### src/rtl/crc3_pkg.sv
package crc3_pkg;
  localparam int CRC_W = 3;

  typedef enum logic {
    MODE_SEAL  = 1'b0,
    MODE_CHECK = 1'b1
  } crc_mode_e;

  // One MSB-first step of the CRC register
  function automatic logic [CRC_W-1:0] crc_step(input logic [CRC_W-1:0] r,
                                                input logic             b,
                                                input logic [CRC_W-1:0] poly);
    logic [CRC_W-1:0] n;
    n = {r[CRC_W-2:0], b};
    if (r[CRC_W-1]) n = n ^ poly;
    return n;
  endfunction
endpackage

### src/rtl/crc3_serial_engine.sv
module crc3_serial_engine
  import crc3_pkg::*;
#(
  parameter int               FRAME_W = 32,
  parameter logic [CRC_W-1:0] SEED    = 3'b101,
  parameter logic [CRC_W-1:0] POLY    = 3'b011
) (
  input  logic               clk,
  input  logic               rst_n,
  input  logic               start,
  input  logic [FRAME_W-1:0] frame,
  output logic [CRC_W-1:0]   crc,
  output logic               busy,
  output logic               done
);
  localparam int CNT_W = $clog2(FRAME_W);
  localparam logic [CNT_W-1:0] LAST = CNT_W'(FRAME_W - 1);

  logic [FRAME_W-1:0] sh_q;
  logic [CNT_W-1:0]   cnt_q;

  always_ff @(posedge clk) begin
    if (!rst_n) begin
      sh_q  <= '0;
      cnt_q <= '0;
      crc   <= '0;
      busy  <= 1'b0;
      done  <= 1'b0;
    end else begin
      done <= 1'b0;
      if (busy) begin
        crc   <= crc_step(crc, sh_q[FRAME_W-1], POLY);
        sh_q  <= {sh_q[FRAME_W-2:0], 1'b0};
        cnt_q <= cnt_q + 1'b1;
        if (cnt_q == LAST) begin
          busy <= 1'b0;
          done <= 1'b1;
        end
      end else if (start) begin
        sh_q  <= frame;
        crc   <= SEED;
        cnt_q <= '0;
        busy  <= 1'b1;
      end
    end
  end
endmodule

### src/rtl/crc3_parallel_engine.sv
module crc3_parallel_engine
  import crc3_pkg::*;
#(
  parameter int               FRAME_W = 32,
  parameter logic [CRC_W-1:0] SEED    = 3'b101,
  parameter logic [CRC_W-1:0] POLY    = 3'b011
) (
  input  logic               clk,
  input  logic               rst_n,
  input  logic               start,
  input  logic [FRAME_W-1:0] frame,
  output logic [CRC_W-1:0]   crc,
  output logic               busy,
  output logic               done
);
  logic [CRC_W-1:0] chain [FRAME_W+1];

  assign chain[0] = SEED;
  for (genvar i = 0; i < FRAME_W; i++) begin : g_step
    assign chain[i+1] = crc_step(chain[i], frame[FRAME_W-1-i], POLY);
  end

  assign busy = 1'b0;

  always_ff @(posedge clk) begin
    if (!rst_n) begin
      crc  <= '0;
      done <= 1'b0;
    end else begin
      done <= start;
      if (start) crc <= chain[FRAME_W];
    end
  end
endmodule

### src/rtl/crc3_verdict.sv
module crc3_verdict
  import crc3_pkg::*;
#(
  parameter int FRAME_W = 32,
  parameter int FLAG_A  = 31,
  parameter int FLAG_B  = 3
) (
  input  crc_mode_e          mode,
  input  logic [FRAME_W-1:0] frame,
  input  logic [CRC_W-1:0]   crc,
  output logic [FRAME_W-1:0] frame_out,
  output logic               ok
);
  logic both_flags;
  assign both_flags = frame[FLAG_A] & frame[FLAG_B];

  always_comb begin
    if (mode == MODE_SEAL) begin
      frame_out = {frame[FRAME_W-1:CRC_W], crc};
      ok        = 1'b0;
    end else begin
      frame_out = frame;
      ok        = (crc == '0) && !both_flags;
    end
  end
endmodule

### src/rtl/crc3_frame_unit.sv
module crc3_frame_unit
  import crc3_pkg::*;
#(
  parameter int         FRAME_W  = 32,
  parameter bit         SERIAL   = 1'b1,
  parameter logic [2:0] SEED     = 3'b101,
  parameter logic [3:0] GEN_POLY = 4'hB,
  parameter int         FLAG_A   = 31,
  parameter int         FLAG_B   = 3
) (
  input  logic               clk,
  input  logic               rst_n,
  input  logic               in_valid,
  output logic               in_ready,
  input  logic [FRAME_W-1:0] in_frame,
  input  logic               in_mode,
  output logic               busy,
  output logic               done,
  output logic [2:0]         crc_out,
  output logic [FRAME_W-1:0] frame_out,
  output logic               verdict_ok
);
  localparam logic [CRC_W-1:0] POLY = GEN_POLY[CRC_W-1:0];

  logic               accept;
  logic [FRAME_W-1:0] masked;
  logic [FRAME_W-1:0] frame_q;
  crc_mode_e          mode_q;
  logic [CRC_W-1:0]   crc_w;

  assign in_ready = !busy;
  assign accept   = in_valid && in_ready;
  assign masked   = (in_mode == MODE_SEAL) ? {in_frame[FRAME_W-1:CRC_W], {CRC_W{1'b0}}}
                                           : in_frame;

  always_ff @(posedge clk) begin
    if (!rst_n) begin
      frame_q <= '0;
      mode_q  <= MODE_SEAL;
    end else if (accept) begin
      frame_q <= masked;
      mode_q  <= crc_mode_e'(in_mode);
    end
  end

  if (SERIAL) begin : g_serial
    crc3_serial_engine #(.FRAME_W(FRAME_W), .SEED(SEED), .POLY(POLY)) u_eng (
      .clk(clk), .rst_n(rst_n), .start(accept), .frame(masked),
      .crc(crc_w), .busy(busy), .done(done));
  end else begin : g_parallel
    crc3_parallel_engine #(.FRAME_W(FRAME_W), .SEED(SEED), .POLY(POLY)) u_eng (
      .clk(clk), .rst_n(rst_n), .start(accept), .frame(masked),
      .crc(crc_w), .busy(busy), .done(done));
  end

  assign crc_out = crc_w;

  crc3_verdict #(.FRAME_W(FRAME_W), .FLAG_A(FLAG_A), .FLAG_B(FLAG_B)) u_verdict (
    .mode(mode_q), .frame(frame_q), .crc(crc_w),
    .frame_out(frame_out), .ok(verdict_ok));
endmodule

### config.mk
export PLATFORM = sky130hd
export DESIGN_NAME = crc3_frame_unit
export DESIGN_NICKNAME = d
export VERILOG_FILES = /design/src/rtl/crc3_pkg.sv /design/src/rtl/crc3_serial_engine.sv /design/src/rtl/crc3_parallel_engine.sv /design/src/rtl/crc3_verdict.sv /design/src/rtl/crc3_frame_unit.sv
export SDC_FILE = /design/constraint.sdc
export NUM_CORES = 1
export LEC_CHECK = 0
export ABC_AREA = 1
export CELL_PAD_IN_SITES_DETAIL_PLACEMENT = 1
export CELL_PAD_IN_SITES_GLOBAL_PLACEMENT = 1
export CORE_MARGIN = 2
export CORE_UTILIZATION = 33
export CTS_BUF_LIST = sky130_fd_sc_hd__clkbuf_4
export CTS_CLUSTER_DIAMETER = 60
export CTS_CLUSTER_SIZE = 24
export DETAILED_ROUTE_END_ITERATION = 8
export HOLD_SLACK_MARGIN = 0.08
export PLACE_DENSITY_LB_ADDON = 0.1
export SLEW_MARGIN = 20
export SYNTH_ARGS = -nofsm -noshare
export SYNTH_HDL_FRONTEND = slang
export SYNTH_SLANG_ARGS = --single-unit
export TNS_END_PERCENT = 20
### constraint.sdc
create_clock -name clk -period 1.3 [get_ports clk]
set_clock_uncertainty 0.05 [all_clocks]
set_input_delay 0.13 -clock clk [delete_from_list [all_inputs] [get_ports clk]]
set_output_delay 0.13 -clock clk [all_outputs]
set_load 0.005 [all_outputs]
# Word-level counts from Yosys, hierarchy flattened
# Index checks and enable logic that the tools add are counted.
[word_totals]
inputBits = 36
register_bits = 75
mem_bits_ro = 0
latchBits = 0
memories = 0
output_inout_bits = 39
word_cells = 35
ram_bits = 0
[op_classes]
n_reduce_logical = 8
mux = 14
div = 0
magnitude_cmp = 0
n_mul = 0
bitwise_logic = 3
shifts = 0
add_sub_neg = 1
eq_ne = 1
[ops]
columns = ["cell", "n"]
rows = [
  ["2-to-1 mux 32 bit", 2],
  ["2-to-1 mux 3 bit", 4],
  ["2-to-1 mux 5 bit", 2],
  ["adder 5 x 1 -> 5 bit (second input constant)", 1],
  ["== test 5 bit (second input constant)", 1],
  ["2-to-1 mux 1 bit", 5],
  ["zero test 3 bit", 1],
  ["logical AND 1 bit", 2],
  ["zero test 1 bit", 2],
  ["2-to-1 mux 2 bit", 1],
  ["inverter 2 bit", 1],
  ["AND reduction 2 bit", 1],
  ["nonzero test 2 bit", 1],
  ["OR reduction 2 bit", 1],
  ["AND 1 bit", 1],
  ["inverter 1 bit", 1],
]

# Longest topological paths before layout
# Gate-level depths: netlist of run 1.
[logic_depth]
ltp_word = 4
mapped_depth = 7
ltp_nobuf = 6

# Cells and area by module
# A second synthesis of run 1 with hierarchy kept.
[hier_totals]
hier_cells = 567
hier_area_um2 = 3688.5
[by_module_without_submodules]
columns = ["module", "area_per_inst_um2", "instances", "seq_area_each_um2", "cells_per_inst"]
rows = [
  ["crc3_serial_engine", 1988.2, 1, 840.8, 303],
  ["crc3_frame_unit", 1426.4, 1, 660.6, 221],
  ["crc3_verdict", 274.0, 1, 0.0, 43],
]

# Least setup slack after synthesis of run 1
# OpenSTA, ideal clock, no wires.
[synth_path]
path_kind = "register -> register"
startpoint = "register g_serial.u_eng.cnt_q[0]"
endpoint = "register g_serial.u_eng.cnt_q[4]"
slack_ps = -19
synth_period_minus_slack_ps = 1319
path_stages_with_launch = 7
required_time_ps = 1122
arrival_time_ps = 1141
path_buffers = 0
setup_ps = 128
path_cell_list = "dfxtp_1 ha_1 nand2_1 nor2_1 ha_1 a22oi_1 nor2_1"
[synth_between]
elab_chain_len = 2
[synth_rtl]
columns = ["element", "line", "rtl"]
rows = [
  ["from (decl)", "crc3_serial_engine.sv:20", "logic [CNT_W-1:0] cnt_q;"],
  ["from (signal assigned)", "crc3_serial_engine.sv:34", "cnt_q <= cnt_q + 1'b1;"],
  ["adder 5 x 1 -> 5 bit", "crc3_serial_engine.sv:34", ""],
  ["2-to-1 mux 5 bit", "crc3_serial_engine.sv:31", "if (busy) begin"],
]
# Every way passes these cells.
# A chain may end at the register's enable or synchronous reset.

# Final worst setup path of run 1
[layout_path]
startpoint = "register mode_q"
endpoint = "output port frame_out[1]"
[layout_between]
elab_chain_len = 1
[layout_rtl]
columns = ["element", "line", "rtl"]
rows = [
  ["from (decl)", "crc3_frame_unit.sv:28", "crc_mode_e mode_q;"],
  ["from (signal assigned)", "crc3_frame_unit.sv:42", "mode_q <= crc_mode_e'(in_mode);"],
  ["2-to-1 mux 3 bit", "crc3_verdict.sv:18", "if (mode == MODE_SEAL) begin"],
  ["to (decl)", "crc3_frame_unit.sv:20", "output logic [FRAME_W-1:0] frame_out,"],
]
# Every way passes these cells.

==> metrics, run 1 <==
overall die height 103.9 um; Initial Util 0.3383; Total Wirelength 9179 um; Cells after Synth between 400 and 500; via count 3014; maximum VDD drop 0.4805 mV; CP bufs+invs 2; Synth Area per Inst 7.332 um^2; 1st-iter DRT viols 54; vias in the first global route 3120; Rel. slew slack 0.8355; remaining global-route overflow 0; Die W a little over 100 um; clock-pin transition on the worst setup and hold timing paths roughly 0.14 ns; post-layout net count ~560; post-synth net total 488; M1 GR Usage 0.2120; largest family of logic cells by synthesized area simple AND/OR/NAND/NOR gates; minimum clock period ~1.4 ns; fin crit share 1.065; post-synth top area share 0.4561; crit end category output pin; initial antenna violation count 0; Final Power about 5.4 mW; gr usage total 0.1701; Max Slew Vio Count 0; global-route wire length before repair around 15000 um; adder-cell share of the synthesized area 0.01140; DR vias/cell about 4.5; placed inst area 4125 um^2; Seq cells post-synth 75; Antenna Nets Post-Route 0; failing checks setup timing; area fraction in and, or, nand and nor cells after synthesis 0.2927; f_max 0.7221 GHz; CTS sink cnt 75; commonest cells after routing, fill and taps aside 144 x nand2_1, 48 x nand3_1, 39 x dfxtp_1, 35 x a21oi_1; compound-gate portion of the synthesized area 0.07336; final hold vios 0; Worst EP required 1.12 ns; Die Area 10790 um^2; CTS buffer count 9; status finished, violations left; Slew @ Worst Pin 0.2463 ns; pwr dens 1160 nW/um^2; post-route setup TNS -0.3059 ns; GR peak layer met2; WP data arrival 1.20 ns; Mapped Area 3292 um^2; DRC 0; GRT met2 Usage 0.2923; Placer Congestion 0.7383; core box area 9729 um^2; hold crit path type primary input to flip-flop; Max stage delay on crit path roughly 0.4 ns; Area growth syn-to-layout 40.17%; critical path class flip-flop to output pin; CTS max path bufs 2; Slowest cell on crit path dfxtp_4; max_cap viols 0; met3 layer usage reported by global route 0.04073; final worst slack -0.08481 ns; Static Leakage 2.240 nW; share of cells above drive strength 1 0.2679; Synth area leaders dfxtp_1 46%, nand2_1 17%, nand3_1 9.4%, buf_4 7.5%, a21oi_1 5.8%; synth unique cells 22; worst-skew pair later-pin latency 0.43 ns; Yosys warning total 0; leading cell type in the layout, fill and taps excluded nand2_1; CTS tree built; register area share after synthesis 0.4561; critical path, cell by cell buf_4, o21ai_1, buf_2; # port buffers 74; Detail Placement HPWL just over 6000 um; cell family with most CP delay flip-flops; fill cell count ~1.2k; num rows 36; Max FO, Critical Path 7; hold_ws 0.2457 ns; Ant. Diodes 0; Synth Area in XOR/XNOR 0.002661; boundary pin count 75; wire per inst 13.84 um; CTS Root Cell clkbuf_4; First-pass DRT Iterations 4; Yosys top cell by area dfxtp_1; RSZ-0062 raised after global routing yes; H-tree level count 3; Finished Cell Area 4614 um^2; multiplexer share of the synthesized area 0; Post-Route Utilization 0.4743; Critical Path Start Type flip-flop; largest net degree at the start of global routing 23; Final setup viols 5
-- power breakdown --
group          total (mW)  switching (mW)  internal (mW)
combinational        1.11           0.547          0.565
sequential           2.55          0.0862           2.46
clock                1.69           0.885          0.805
total                5.35            1.52           3.83
-- area by class of cell --
class | count | area, um^2 | area share
repair buffers | 120 | 1166 | 0.2527
inverters | 39 | 151.4 | 0.03281
multi-input cells | 280 | 1415 | 0.3067
well taps | 133 | 166.4 | 0.03606
clock inverters | 6 | 88.84 | 0.01925
flip-flops and latches | 75 | 1551 | 0.3362
clock buffers | 10 | 75.07 | 0.01627
-- per-stage QoR --
| step | cells | setup WS (ns) |
|---|---|---|
| 6_report | 663 | -0.08481 |
| 5_1_grt | 663 | -0.2082 |
| 4_1_cts | 653 | -0.2006 |
| 3_5_place_dp | 630 | -0.1308 |
| 3_3_place_gp | 630 | -0.1114 |
| 2_1_floorplan | 449 | 0.01725 |
-- worst reg2reg max path, stage by stage (launching register included) --
cell     delay (ns)
dfxtp_2        0.38
ha_4           0.16
nand2_4        0.05
nor2_4         0.15
ha_4           0.22
a22oi_2        0.17
nor2_1         0.06
-- final timing paths --
check | startpoint | to | slack, ns | cells after the start
worst max-delay path | mode_q | frame_out[1] | -0.08 | 3
worst min-delay path | in_frame[27] | frame_q[27] | 0.25 | 3
worst max register to register | g_serial.u_eng.cnt_q[0] | g_serial.u_eng.cnt_q[4] | -0.03 | 6
worst min register to register | frame_q[17] | frame_q[17] | 0.42 | 2
-- routing by layer --
| layer | part of all wire | vias up |
|---|---|---|
| met5 | 0 | - |
| met4 | 0.010 | 0 |
| met3 | 0.030 | 8 |
| met2 | 0.50 | 51 |
| met1 | 0.46 | 1416 |
| li1 | - | 1539 |
-- kinds of logic (layout without fill, tap and decap cells) --
group                      count (synthesis)  in the layout
AOI/OAI and AO/OA                         47             47
buffers and inverters                     94            175
adders and majority gates                  3              3
and+or+nand+nor                          229            229
DFF                                       75             75
xor gates and xnor gates                   1              1
-- state kept, by name, indices dropped and copies added, names as in the netlist --
name                  flops
g_serial.u_eng.sh_q      32
g_serial.u_eng.cnt_q      5
g_serial.u_eng.busy       1
mode_q                    1
g_serial.u_eng.done       1
g_serial.u_eng.crc        3
frame_q                  32
-- cell usage after synthesis --
cell type and instances:
clkbuf_1 1, buf_2 12, a21oi_1 38, inv_4 1, a22oi_1 2, inv_2 1
o21ai_0 6, nor2_8 1, nor2_1 15, xor2_1 1, buf_4 33, inv_1 37
buf_1 3, nand3_1 62, nand2_1 147, nand2_2 1, dfxtp_1 75, buf_6 6
o22ai_1 1, nand4_1 1, nor2_2 2, ha_1 3
-- repair_timing --
item / 4_1_cts / 5_1_grt
hold buffers: 1 / 0
hold endpoints to repair: 25 / 0
cloned: 0 / 2
pin swaps: 6 / 11
setup buffers: 6 / 10
endpoints found under the setup margin: 42 / 66
resized for setup: 110 / 41
No activity file was read; power rests on OpenSTA's default activity.
==> run 2: changes to the inputs <==
--- a/config.mk
+++ b/config.mk
@@ -8,6 +8,7 @@
 export ABC_AREA = 1
 export CELL_PAD_IN_SITES_DETAIL_PLACEMENT = 1
 export CELL_PAD_IN_SITES_GLOBAL_PLACEMENT = 1
+export CORE_ASPECT_RATIO = 1.4
 export CORE_MARGIN = 2
 export CORE_UTILIZATION = 33
 export CTS_BUF_LIST = sky130_fd_sc_hd__clkbuf_4
==> run 2 against run 1 <==
  * The run still ends with setup timing left
  * Sequential share of layout area is 0.49 points higher
  * Clock power shrank 28%
  * Clock-buffer cell count grew 2
  * Fmax decreased by 2.3%
  * Via count rose by 0.56%
  * Global-route usage shrank 0.25 points
  * Register-to-register slack worse by 0.09 ns
  * Setup slack lost 0.032 ns
  * Non-clock buffer count is 3 lower
  * Critical path type is now flip-flop to flip-flop
==> metrics, run 2 (same netlist as run 1, synthesis figures left out) <==
status finished, violations left; failing checks setup timing; CTS Root Cell clkbuf_4; leading cell type in the layout, fill and taps excluded nand2_1; Worst Reg-to-Reg Cells 9; Critical Path Start Type flip-flop; origin of the critical flop-to-flop path g_serial.u_eng.busy; Max stage delay on crit path 0.36 ns; Worst EP required 1.61 ns; worst-skew pair later-pin latency 0.42 ns; Ant. Diodes 0; Reg power frac 0.522; Slowest cell on crit path dfxtp_4; Total Wirelength 8722 um; Area growth syn-to-layout 38.05%; commonest cells after routing, fill and taps aside 134 x nand2_1, 47 x nand3_1, 40 x dfxtp_1, 37 x a21oi_1, 34 x clkdlybuf4s50_1; Placer Congestion 0.7428; # port buffers 74; Die Area 10800 um^2; CTS Hold Bufs 0; hold crit path type primary input to flip-flop; CTS sink cnt 75; Gate power share 0.227; 1st-iter DRT viols 91; global-route wire length before repair 14150 um; Sw Share 0.2885; fill cell count 1243; max_cap viols 0; vias in the first global route around 3.0k; CTS tree built; hold_sp in_valid; Max Slew Vio Count 0; Final setup viols 75; worst r2r dst g_serial.u_eng.sh_q[20]; Detail Placement HPWL 6130 um; DRC 0; crit end category flip-flop; f_max 0.7058 GHz; Static Leakage around 2.2 nW; CTS max path bufs 2; NetSw roughly 1.4 mW; Max FO, Critical Path 9; share of cells above drive strength 1 0.2789; wire per inst 13.18 um; Antenna Nets Post-Route 0; placed cells 631; power share of the clock group 0.251; overall die height 122.2 um; Die W 88.41 um; clock-pin transition on the worst setup and hold timing paths 0.11 ns; fin crit share 1.090; pwr dens 1074 nW/um^2; via count a little over 3k; dpl ws -0.1229 ns; Slew @ Worst Pin 0.3464 ns; critical path, cell by cell buf_6, buf_6, buf_8, nor2_8, clkbuf_16, nand2_1, nand3_1, nand2_1, inv_1; final hold vios 0; WP data arrival 1.73 ns; core box area 9792 um^2; boundary pin count 75; critical path class flip-flop to flip-flop; num rows 43; Rel. slew slack 0.7691; remaining global-route overflow 0; CTS buffer count 9; worst hold path endpoint frame_q[28]; Post-Route Utilization 0.4641; Finished Layout Cells about 660; Hold Path Depth 3; flop-to-flop setup slack -0.12 ns; largest net degree at the start of global routing 26; H-tree level count 3; RSZ-0062 raised after global routing yes; First-pass DRT Iterations 4; initial antenna violation count 0; maximum VDD drop 0.5612 mV; minimum clock period 1.417 ns; DR vias/cell 4.579; gr usage total 0.1676; post-layout net count 561; Int Power 3.474 mW; leading registers by flop count frame_q x32, g_serial.u_eng.sh_q x32, g_serial.u_eng.cnt_q x5; final worst slack -0.1169 ns; Initial Util 0.3362
run 2: power groups by stage:
stage	Combinational [mW]	Clock [mW]	Sequential (mW)
floorplan	0.571	0	2.57
global placement	0.978	0	2.58
detailed placement	0.992	0	2.59
CTS	1.01	1.29	2.55
global route	1.23	1.37	2.57
finish	1.11	1.22	2.55
run 2: worst max path at each step:
stage | from | endpoint | cells after the start
after floorplan | g_serial.u_eng.cnt_q[1] | g_serial.u_eng.cnt_q[4] | 6
after global placement | mode_q | verdict_ok | 3
after detailed placement | mode_q | verdict_ok | 3
after CTS | frame_q[11] | frame_out[11] | 1
after global routing | g_serial.u_eng.busy | g_serial.u_eng.sh_q[2] | 8
final | g_serial.u_eng.busy | g_serial.u_eng.sh_q[20] | 9
run 2: critical path: cells and delay by family (launching register included):
family / cells / cell delay, ns
simple gates: 4 / 0.37
buf+inv: 5 / 0.58
flops: 1 / 0.36
run 2: layer usage:
metal	global-route usage	vias to the layer above	part of all wire
met5	0	-	0
met4	0.08049	0	0.022
met3	0.02507	14	0.032
met2	0.2805	54	0.50
met1	0.2077	1433	0.45
li1	-	1530	-
run 2: cell type report:
type | instances | area (um^2) | area share
clock buffers | 12 | 90.09 | 0.01982
clock inverters | 4 | 17.52 | 0.003855
inverters | 39 | 153.9 | 0.03387
multi-input cells | 280 | 1398 | 0.3075
flip-flops and latches | 75 | 1550 | 0.3411
well taps | 135 | 168.9 | 0.03717
repair buffers | 117 | 1166 | 0.2566
run 2: what timing repair did:
| item | 4_1_cts | 5_1_grt |
|---|---|---|
| setup buffers | 7 | 6 |
| endpoints found under the setup margin | 40 | 80 |
| resized for setup | 119 | 39 |
| gates cloned | 0 | 2 |
| pin swaps | 5 | 9 |
run 2: per-stage QoR:
stage                     instance area, um^2  hold slack [ns]  TNS (ns)  total power, mW
after detailed placement                 4120           0.4000   -0.1946            3.584
after CTS                                4314           0.1158    -3.704            4.852
after global placement                   4120           0.3977   -0.1062            3.563
final                                    4544           0.1424    -6.398            4.883
after floorplan                          3307           0.2225         0            3.144
after global routing                     4544           0.1489    -12.55            5.174
